$ cat src/rtl/hn_zero_write_seq.sv
module hn_zero_write_seq #(
  parameter int ADDR_W      = 32,
  parameter int ID_W        = 4,
  parameter int NUM_SHARERS = 4,
  parameter int LINE_BYTES  = 64,
  localparam int LINE_W = LINE_BYTES * 8,
  localparam int SIDX_W = (NUM_SHARERS > 1) ? $clog2(NUM_SHARERS) : 1,
  localparam int CNT_W  = $clog2(NUM_SHARERS + 1)
) (
  input  logic                   clk,
  input  logic                   rst_n,
  input  logic                   req_valid,
  output logic                   req_ready,
  input  logic [ADDR_W-1:0]      req_addr,
  input  logic [ID_W-1:0]        req_src,
  input  logic [2:0]             req_state,
  input  logic [NUM_SHARERS-1:0] req_sharers,
  input  logic                   cfg_split,
  output logic                   req_hit,
  output logic                   req_miss,
  output logic                   snp_valid,
  input  logic                   snp_ready,
  output logic [ADDR_W-1:0]      snp_addr,
  output logic [SIDX_W-1:0]      snp_tgt,
  input  logic                   snpresp_valid,
  output logic                   snpresp_ready,
  output logic                   rsp_valid,
  input  logic                   rsp_ready,
  output logic [1:0]             rsp_kind,
  output logic [ID_W-1:0]        rsp_tgt,
  output logic [LINE_W-1:0]      line_data,
  output logic [LINE_BYTES-1:0]  line_bvalid,
  output logic                   line_unique,
  output logic                   fill_req,
  output logic [ADDR_W-1:0]      fill_addr,
  output logic                   tag_wr,
  output logic [ADDR_W-1:0]      tag_addr,
  output logic [ID_W-1:0]        tag_owner,
  output logic [NUM_SHARERS-1:0] tag_sharers,
  output logic                   done
);

  localparam logic [1:0] RK_DBID     = 2'd0;
  localparam logic [1:0] RK_COMP     = 2'd1;
  localparam logic [1:0] RK_COMPDBID = 2'd2;

  typedef enum logic [2:0] {
    S_IDLE, S_SNOOP, S_WAIT, S_ZERO, S_RESP1, S_RESP2, S_FILL, S_TAG
  } state_t;

  state_t                 state;
  logic [ADDR_W-1:0]      addr_q;
  logic [ID_W-1:0]        src_q;
  logic                   split_q;
  logic [NUM_SHARERS-1:0] todo_q;
  logic [CNT_W-1:0]       pend_q;
  logic [SIDX_W-1:0]      low_idx;
  logic [NUM_SHARERS-1:0] todo_nxt;

  wire accept   = req_valid && req_ready;
  wire snp_fire = snp_valid && snp_ready;
  wire sr_fire  = snpresp_valid && snpresp_ready;
  wire rsp_fire = rsp_valid && rsp_ready;

  always_comb begin
    low_idx = '0;
    for (int i = NUM_SHARERS - 1; i >= 0; i--)
      if (todo_q[i]) low_idx = SIDX_W'(i);
  end

  assign todo_nxt = todo_q & ~(NUM_SHARERS'(1) << low_idx);

  assign req_ready     = (state == S_IDLE);
  assign req_hit       = accept && (req_state >= 3'd2);
  assign req_miss      = accept && (req_state <  3'd2);
  assign snp_valid     = (state == S_SNOOP);
  assign snp_addr      = addr_q;
  assign snp_tgt       = low_idx;
  assign snpresp_ready = ((state == S_SNOOP) || (state == S_WAIT)) && (pend_q != '0);
  assign rsp_valid     = (state == S_RESP1) || (state == S_RESP2);
  assign rsp_kind      = (state == S_RESP2) ? RK_COMP : (split_q ? RK_DBID : RK_COMPDBID);
  assign rsp_tgt       = src_q;
  assign fill_req      = (state == S_FILL);
  assign fill_addr     = addr_q;
  assign tag_wr        = (state == S_TAG);
  assign tag_addr      = addr_q;
  assign tag_owner     = src_q;
  assign tag_sharers   = '0;
  assign done          = tag_wr;

  always_ff @(posedge clk) begin
    if (!rst_n) begin
      state       <= S_IDLE;
      addr_q      <= '0;
      src_q       <= '0;
      split_q     <= 1'b0;
      todo_q      <= '0;
      pend_q      <= '0;
      line_data   <= '0;
      line_bvalid <= '0;
      line_unique <= 1'b0;
    end else begin
      pend_q <= pend_q + CNT_W'(snp_fire) - CNT_W'(sr_fire);
      unique case (state)
        S_IDLE: if (accept) begin
          addr_q      <= req_addr;
          src_q       <= req_src;
          split_q     <= cfg_split;
          todo_q      <= req_sharers;
          line_data   <= '1;
          line_bvalid <= '0;
          line_unique <= 1'b0;
          state       <= (req_sharers != '0) ? S_SNOOP : S_ZERO;
        end
        S_SNOOP: if (snp_fire) begin
          todo_q <= todo_nxt;
          if (todo_nxt == '0) state <= S_WAIT;
        end
        S_WAIT: if (pend_q == '0) state <= S_ZERO;
        S_ZERO: begin
          line_data   <= '0;
          line_bvalid <= '1;
          line_unique <= 1'b1;
          state       <= S_RESP1;
        end
        S_RESP1: if (rsp_fire) state <= split_q ? S_RESP2 : S_FILL;
        S_RESP2: if (rsp_fire) state <= S_FILL;
        S_FILL:  state <= S_TAG;
        S_TAG:   state <= S_IDLE;
        default: state <= S_IDLE;
      endcase
    end
  end


  rsp_after_zero_chk: assert property (@(posedge clk) disable iff (!rst_n)
    rsp_valid |-> (&line_bvalid && line_unique && line_data == '0));


  rsp_hold_chk: assert property (@(posedge clk) disable iff (!rst_n)
    rsp_valid && !rsp_ready |=> rsp_valid && $stable(rsp_kind) && $stable(rsp_tgt));


  snp_hold_chk: assert property (@(posedge clk) disable iff (!rst_n)
    snp_valid && !snp_ready |=> snp_valid && $stable(snp_tgt) && $stable(snp_addr));


  fill_then_tag_chk: assert property (@(posedge clk) disable iff (!rst_n)
    fill_req |=> tag_wr && !fill_req);


  busy_block_chk: assert property (@(posedge clk) disable iff (!rst_n)
    req_valid && req_ready |=> !req_ready);


  comp_follows_dbid_chk: assert property (@(posedge clk) disable iff (!rst_n)
    rsp_fire && rsp_kind == RK_DBID |=> rsp_valid && rsp_kind == RK_COMP);


  pend_bound_chk: assert property (@(posedge clk) disable iff (!rst_n)
    pend_q <= CNT_W'(NUM_SHARERS));


  hit_miss_excl_chk: assert property (@(posedge clk) disable iff (!rst_n)
    !(req_hit && req_miss));

endmodule

$ cat config.mk
export PLATFORM = sky130hd
export DESIGN_NAME = hn_zero_write_seq
export DESIGN_NICKNAME = d
export VERILOG_FILES = /design/src/rtl/hn_zero_write_seq.sv
export SDC_FILE = /design/constraint.sdc
export NUM_CORES = 1
export LEC_CHECK = 0
export ABC_CLOCK_PERIOD_IN_PS = 11800
export BUFFER_PORTS_ARGS = -buffer_cell sky130_fd_sc_hd__buf_2
export CAP_MARGIN = 10
export CORE_AREA = 2 2 294 296
export CTS_BUF_LIST = sky130_fd_sc_hd__clkbuf_4 sky130_fd_sc_hd__clkbuf_8
export DETAILED_ROUTE_END_ITERATION = 10
export DIE_AREA = 0 0 296 298
export SLEW_MARGIN = 20
export SYNTH_ARGS = -nofsm -noshare
export SYNTH_HDL_FRONTEND = slang
export SYNTH_SLANG_ARGS = --single-unit
$ cat constraint.sdc
create_clock -name clk -period 11.8 [get_ports clk]
set_input_delay 0 -clock clk [delete_from_list [all_inputs] [get_ports clk]]
set_output_delay 0 -clock clk [all_outputs]
set_load 0.1 [all_outputs]
==> results.json, run 1 <==
{
  "grt_pass1_wl_um": 18100,
  "critical_path.endpoint_type": "primary output",
  "ys_warn_count": 0,
  "yosysSeqAreaShare_pct": 14.2,
  "cts-resized-gates": 0,
  "maxCapViolations": 0,
  "cts-root-buf": "clkbuf_8",
  "muxShareOfSynthArea_pct": 0.145,
  "netlist_instances": 909,
  "start_util_pct": 8.13,
  "drive_above_1_share_pct": 72.9,
  "synth-compound-area-share_pct": 4.66,
  "post-synth-top-area-cell": "buf_4",
  "slowest_stage": "dfxtp_4",
  "cts_tree": "built",
  "final_nets": 1094,
  "clockBufferDepth": 2,
  "grt_setup_unrepaired": "false",
  "die_h_um": 298,
  "gp_congestion": 0.724,
  "drv_slew": 0,
  "hp-start": "req_sharers[1]",
  "grt_max_degree": 220,
  "synthArstFlopShare_pct": 0,
  "synthSimpleGateAreaFrac_pct": 7.69,
  "postSynthAreaPerCell_um2": 7.59,
  "areaGrowthSynthToFinish_pct": 11.5,
  "tightestPinTransition_ns": 0.955,
  "rows": 107,
  "port_buffers": 742,
  "cp_cell_sequence": "buf_6 -> buf_6 -> buf_16 -> buf_2",
  "fin_skew_ns": 0.0123,
  "first_iter_violations": 171,
  "hold_violations": 0,
  "critPathMaxFanout": 199,
  "max_stage_delay_ns": 0.82,
  "clock_latency_ns": 0.33,
  "antenna_found_initial": 2,
  "period_minus_slack_ns": 3.18,
  "via_per_inst": 2.23,
  "yosys.area_share.adder_pct": 0.653,
  "post-route-period-util_pct": 26.9,
  "reg2reg_slack_ns": 9.09,
  "post-cts-setup-buffers": 0,
  "synth.area.top_cells": "buf_4 71%, dfxtp_1 14%, nand2_1 4.5%",
  "io_pins": 748,
  "hpwl_um": 11600,
  "finalSetupViolCount": 0,
  "synth-seq-cells": 49,
  "cts_made_buffers": 5,
  "rr_startpoint": "state[0]",
  "fmaxAchievable_mhz": 315,
  "nFillCells": 10106,
  "arrival_ns": 3.18,
  "clk_pin_slew_ns": 0.10,
  "diodes": 0,
  "grt-ovfl-total": 0,
  "crit_top_cell": "buf_6",
  "grt.total_usage_pct": 2.56,
  "core_mm2": 0.0849,
  "worstSetupStartpointType": "flop",
  "slew_headroom_pct": 36.3,
  "synth_cell_types": 36,
  "die_width_um": 296,
  "tns_ns": 0,
  "syn_area_mm2": 0.00690,
  "vias": 4879,
  "holdCritPathClass": "in2reg",
  "synth-xor-area-share_pct": 0.508,
  "drt_wl_total_um": 14700,
  "wl_per_cell_um": 6.73,
  "status": "finished, final reports clean",
  "drcViolationCount": 0,
  "path_class": "reg2out",
  "required_ns": 11.80,
  "dr.pass1.iters": 4,
  "grt_pass1_vias": 3052,
  "cts_max_level": 2,
  "synth_ff_type": "dfxtp_1",
  "drtAntennaViolNets": 0,
  "synth_top_family_by_area": "buffers and inverters",
  "die_area_mm2": 0.0882,
  "crit_start": "line_data[510]",
  "synth.top_cell.area_share_pct": 70.6,
  "synth-edff-count": 0,
  "clock-sinks": 49
}
==> cell usage in the layout, fill, tap and decap left out, types with 2 or more instances in the layout <==
| cell type | synthesis | routed |
|---|---|---|
| buf_2 | 6 | 742 |
| nand2_1 | 82 | 82 |
| dfxtp_1 | 49 | 47 |
| a21oi_1 | 43 | 43 |
| dlygate4sd3_1 | 0 | 41 |
| nor2_1 | 15 | 15 |
| inv_1 | 5 | 5 |
| nor3_1 | 5 | 5 |
| and2_1 | 5 | 5 |
| clkbuf_8 | 0 | 5 |
| conb_1 | 1 | 4 |
| nor2b_1 | 3 | 3 |
| a2111oi_0 | 3 | 3 |
| buf_4 | 649 | 3 |
| xnor2_1 | 2 | 2 |
| xor2_1 | 2 | 2 |
| or3_1 | 2 | 2 |
| o211ai_1 | 2 | 2 |
| nand3_1 | 2 | 2 |
| nand2b_1 | 2 | 2 |
| a211oi_1 | 2 | 2 |
| o21ai_0 | 2 | 2 |
| ha_1 | 2 | 2 |
| buf_6 | 0 | 2 |
==> synthesized netlist by cell type (all sizes together) (2+ instances only) <==
| cell | instances |
|---|---|
| buf | 655 |
| nand2 | 82 |
| dfxtp | 49 |
| a21oi | 43 |
| nor2 | 15 |
| clkbuf | 12 |
| and2 | 5 |
| inv | 5 |
| nor3 | 5 |
| a2111oi | 3 |
| nor2b | 3 |
| a211oi | 2 |
| ha | 2 |
| nand2b | 2 |
| nand3 | 2 |
| o211ai | 2 |
| o21ai | 2 |
| or3 | 2 |
| xnor2 | 2 |
| xor2 | 2 |
==> kinds of logic (layout without fill, tap and decap cells) <==
family	after synthesis	count (layout)
AOI/OAI and AO/OA	57	57
xor gates and xnor gates	4	4
adders and majority gates	3	3
buffers and inverters	673	803
DFF	49	49
muxes	1	1
other	1	4
and+or+nand+nor	121	121
==> metrics by stage <==
step / hold WS, ns / util [%] / worst slack [ns] / instance area [um^2] / instances
global placement: 0.241 / 8.42 / 8.29 / 7150 / 2136
CTS: 0.0472 / 9.02 / 7.68 / 7660 / 2185
detailed placement: 0.246 / 8.42 / 8.05 / 7150 / 2136
finish: 0.0514 / 9.06 / 8.62 / 7690 / 2186
global route: 0.0743 / 9.06 / 8.18 / 7690 / 2186
floorplan: 0.117 / - / 1.26 / 6910 / 912
==> worst max-delay path, delay by kind of cell (launching register included) <==
family | cells | cell delay (ns)
flops | 1 | 0.82
buf+inv | 4 | 1.87
==> area by class of cell <==
| class | count | area [um^2] | area share [%] |
|---|---|---|---|
| Sequential cell | 49 | 986 | 12.8 |
| Multi-Input combinational cell | 190 | 957 | 12.4 |
| Clock inverter | 3 | 28.8 | 0.374 |
| Tap cell | 1144 | 1430 | 18.6 |
| Timing Repair Buffer | 789 | 4200 | 54.6 |
| Inverter | 6 | 22.5 | 0.293 |
| Clock buffer | 5 | 68.8 | 0.895 |
==> state kept, by name, summed over array words and instances (netlist names) <==
register     count
state            3
pend_q           3
line_bvalid      1
line_data        1
rsp_tgt          4
split_q          1
todo_q           4
fill_addr       32
==> worst paths after layout <==
path / to / cells past startpoint
max: line_data[117] / 4
max reg2reg: pend_q[2] / 10
min reg2reg: rsp_tgt[1] / 2
min: todo_q[1] / 4
==> per-layer routing <==
layer / wire length, um / vias up / track usage, %
li1: - / 2414 / -
met4: 139 / 4 / 0.577
met1: 5310 / 2023 / 2.85
met5: 27 / - / 0
met2: 6750 / 424 / 4.52
met3: 2490 / 14 / 1.04
==> what timing repair did <==
| action | in CTS | in global routing |
|---|---|---|
| hold endpoints to repair | 45 | 0 |
| setup endpoints to repair | 0 | 0 |
| hold buffers | 41 | 0 |
Power of run 1 is not shown: default switching activity piles up to over one toggle a cycle in this logic, so the estimate is an artifact.
==> inputs of run 2 (changes only) <==
ABC_CLOCK_PERIOD_IN_PS = 2700   (was 11800)
clock period = 2.7 ns   (was 11.8 ns; I/O delays follow)
==> results.json, run 2 (same netlist as run 1, synthesis figures left out) <==
{
  "fmaxAchievable_mhz": 422,
  "final_nets": 1097,
  "drt_wl_total_um": 14800,
  "critical_path.endpoint_type": "flop",
  "post-place-cells": 2139,
  "tns_ns": 0,
  "grt_setup_unrepaired": "false",
  "worstSetupStartpointType": "flop",
  "hold_depth": 4,
  "required_ns": 2.89,
  "reg2reg_slack_ns": 0.33,
  "grt_max_degree": 421,
  "drv_slew": 0,
  "wl_per_cell_um": 6.77,
  "grt.total_usage_pct": 2.59,
  "clockBufferDepth": 2,
  "rr_startpoint": "pend_q[1]",
  "start_util_pct": 8.13,
  "hpwl_um": 12000,
  "arrival_ns": 2.56,
  "cts-resized-gates": 0,
  "finalSetupViolCount": 0,
  "die_h_um": 298,
  "largest_register_ffs": 32,
  "areaGrowthSynthToFinish_pct": 13.0,
  "crit_end": "pend_q[2]",
  "post-route-period-util_pct": 87.8,
  "path_class": "reg2reg",
  "cts_made_buffers": 5,
  "post-cts-setup-buffers": 0,
  "fin_skew_ns": 0.0181,
  "regArea_um2": 992,
  "hold_violations": 0,
  "tightestPinTransition_ns": 0.795,
  "crit_start": "pend_q[1]",
  "rr_endpoint": "pend_q[2]",
  "reg2reg_depth": 11,
  "io_pins": 748,
  "multiInputGateArea_mm2": 0.00101,
  "drcViolationCount": 0,
  "grt_pass1_wl_um": 18100,
  "diodes": 0,
  "mostFrequentLayoutCells": "742 x buf_2, 81 x nand2_1, 46 x dfxtp_1",
  "vias": 4899,
  "grt-ovfl-total": 0,
  "cts_max_level": 2,
  "cts-root-buf": "clkbuf_8",
  "slew_headroom_pct": 46.7,
  "die_area_mm2": 0.0882,
  "hold_buffers": 41,
  "dr.pass1.iters": 4,
  "clk_pin_slew_ns": 0.13,
  "fin_cells": 2189,
  "drive_above_1_share_pct": 73.7,
  "cts_tree": "built",
  "postLayoutCellArea_mm2": 0.00779,
  "first_iter_violations": 163,
  "clock_latency_ns": 0.33,
  "antenna_found_initial": 3,
  "gp_congestion": 0.732,
  "clock-sinks": 49,
  "placed_cell_area_mm2": 0.00725,
  "rows": 107,
  "final_util_pct": 9.18,
  "status": "finished, final reports clean",
  "period_minus_slack_ns": 2.37,
  "maxCapViolations": 0,
  "final_common_cell": "buf_2",
  "core_mm2": 0.0849,
  "die_width_um": 296,
  "critPathMaxFanout": 3,
  "port_buffers": 742,
  "drtAntennaViolNets": 0,
  "holdCritPathClass": "in2reg",
  "via_per_inst": 2.24,
  "nFillCells": 10050,
  "grt_pass1_vias": 3058
}
run 2: cell count changes in the layout (fill, tap and decap cells not counted), moves of 2 or more:
cell	change
buf_12	+2
buf_4	+3
buf_6	-2
dfxtp_4	+2
nor3_1	-2
run 2: worst min-delay path by stage:
stage | start | to | slack (ns)
4_1_cts | req_sharers[1] | todo_q[1] | 0.04
2_1_floorplan | rst_n | state[1] | 0.12
3_3_place_gp | req_src[1] | rsp_tgt[1] | 0.24
5_1_grt | req_sharers[1] | todo_q[1] | 0.05
6_report | req_sharers[1] | todo_q[1] | 0.04
3_5_place_dp | req_addr[3] | fill_addr[3] | 0.25
run 2: cell type report:
type | instances | share of cell area [%]
tap | 1144 | 18.4
multi-input combinational | 190 | 13.0
clock inverter | 3 | 0.369
clock buffer | 5 | 0.883
timing repair buffer | 792 | 54.4
sequential | 49 | 12.7
inverter | 6 | 0.289
run 2: layer usage:
| metal | GRT usage [%] | routed length (um) | vias up |
|---|---|---|---|
| li1 | - | - | 2422 |
| met3 | 0.850 | 2280 | 12 |
| met4 | 0.481 | 99 | 4 |
| met1 | 3.00 | 5510 | 2044 |
| met5 | 0 | 22 | - |
| met2 | 4.61 | 6910 | 417 |
run 2: critical path, stage by stage (launching register included):
cell	delay, ns
dfxtp_1	0.37
nor3_1	0.39
nor3_4	0.07
and2_1	0.15
ha_1	0.28
inv_1	0.06
ha_1	0.14
inv_1	0.05
fa_2	0.33
xor2_1	0.17
xnor2_1	0.17
nor2_1	0.05
run 2: stage by stage:
stage | setup slack [ns] | hold slack, ns
2_1_floorplan | -0.936 | 0.116
3_3_place_gp | 0.351 | 0.241
3_5_place_dp | 0.313 | 0.245
4_1_cts | 0.287 | 0.0408
5_1_grt | 0.142 | 0.0535
6_report | 0.328 | 0.0421
Power of run 2 is left out for the same reason.
==> inputs of run 3 (changes only) <==
CTS_BUF_LIST = not set   (was sky130_fd_sc_hd__clkbuf_4 sky130_fd_sc_hd__clkbuf_8)
MAX_ROUTING_LAYER = met4   (was not set)
==> results.json, run 3 (same netlist as run 1, synthesis figures left out) <==
{
  "die_h_um": 298,
  "cts_made_buffers": 5,
  "path_class": "reg2reg",
  "gp_congestion": 0.741,
  "drv_slew": 0,
  "required_ns": 2.86,
  "die_area_mm2": 0.0882,
  "grt_pass1_vias": 3054,
  "clock_latency_ns": 0.30,
  "via_per_inst": 2.23,
  "drt_wl_total_um": 14900,
  "cts_tree": "built",
  "multiInputGateArea_mm2": 0.00101,
  "finalSetupViolCount": 0,
  "status": "finished, final reports clean",
  "port_buffers": 742,
  "placed_cell_area_mm2": 0.00725,
  "grt_max_degree": 421,
  "antenna_found_initial": 3,
  "hold_violations": 0,
  "areaGrowthSynthToFinish_pct": 13.8,
  "vias": 4895,
  "maxCapViolations": 0,
  "die_width_um": 296,
  "post-place-cells": 2139,
  "tns_ns": 0,
  "nFillCells": 10040,
  "drcViolationCount": 0,
  "final_nets": 1097,
  "arrival_ns": 2.53,
  "holdCritPathClass": "in2reg",
  "regArea_um2": 992,
  "grt.total_usage_pct": 2.67,
  "cts-root-buf": "clkbuf_16",
  "final_common_cell": "buf_2",
  "io_pins": 748,
  "wl_per_cell_um": 6.79,
  "critical_path.endpoint_type": "flop",
  "start_util_pct": 8.13,
  "fin_skew_ns": 0.0116,
  "post-cts-setup-buffers": 0,
  "post-route-period-util_pct": 87.6,
  "worstSetupStartpointType": "flop",
  "mostFrequentLayoutCells": "742 x buf_2, 81 x nand2_1, 46 x dfxtp_1",
  "slew_headroom_pct": 45.5,
  "dr.pass1.iters": 5,
  "drtAntennaViolNets": 0,
  "rows": 107,
  "critPathMaxFanout": 3,
  "core_mm2": 0.0849,
  "clockBufferDepth": 2,
  "period_minus_slack_ns": 2.37,
  "grt_pass1_wl_um": 18200,
  "fin_cells": 2191,
  "clock-sinks": 49,
  "largest_register_ffs": 32,
  "drive_above_1_share_pct": 73.7,
  "cts_max_level": 2,
  "tightestPinTransition_ns": 0.812,
  "fmaxAchievable_mhz": 423,
  "clk_pin_slew_ns": 0.09,
  "grt_setup_unrepaired": "false",
  "hpwl_um": 12000,
  "first_iter_violations": 179,
  "grt-ovfl-total": 0,
  "postLayoutCellArea_mm2": 0.00785
}
[run 3: path summary, 6_finish.rpt]
path	to	cells after the start	startpoint	slack (ns)
worst max-delay path	pend_q[2]	11	pend_q[1]	0.33
worst min-delay path	todo_q[1]	4	req_sharers[1]	0.07
worst max register to register	pend_q[2]	11	pend_q[1]	0.33
worst min register to register	rsp_tgt[0]	2	rsp_tgt[0]	0.48
[run 3: metal layers]
layer	part of all wire [%]	GRT usage, %	vias up
met1	38	3.03	2049
met4	0.54	0.445	0
met5	0	-	-
li1	-	-	2422
met2	46	4.61	418
met3	16	0.850	6
[run 3: critical path, cell delays in order, from the launching register on]
cell	delay, ns
dfxtp_1	0.36
nor3_1	0.39
nor3_4	0.07
and2_1	0.15
ha_1	0.28
inv_1	0.06
ha_1	0.14
inv_1	0.05
fa_2	0.33
xor2_1	0.17
xnor2_1	0.17
nor2_1	0.05
[run 3: through the flow]
step / setup WS [ns] / utilization [%] / hold WS (ns)
after floorplan: -0.936 / - / 0.116
final: 0.334 / 9.25 / 0.0748
after global placement: 0.351 / 8.55 / 0.241
after detailed placement: 0.313 / 8.55 / 0.245
after CTS: 0.292 / 9.21 / 0.0778
after global routing: 0.147 / 9.25 / 0.0947
[run 3: cell type report]
| type | instances | area share, % |
|---|---|---|
| clock buffers | 5 | 1.59 |
| multi-input cells | 190 | 12.9 |
| inverters | 6 | 0.287 |
| repair buffers | 792 | 54.0 |
| clock inverters | 3 | 0.366 |
| diodes | 2 | 0.0637 |
| well taps | 1144 | 18.2 |
| flip-flops and latches | 49 | 12.6 |
[run 3: timing repair]
item                                   4_1_cts  5_1_grt
endpoints found under the hold margin       41        0
hold buffers                                41        0
gates resized for setup                      0        0
Power of run 3 is left out for the same reason.
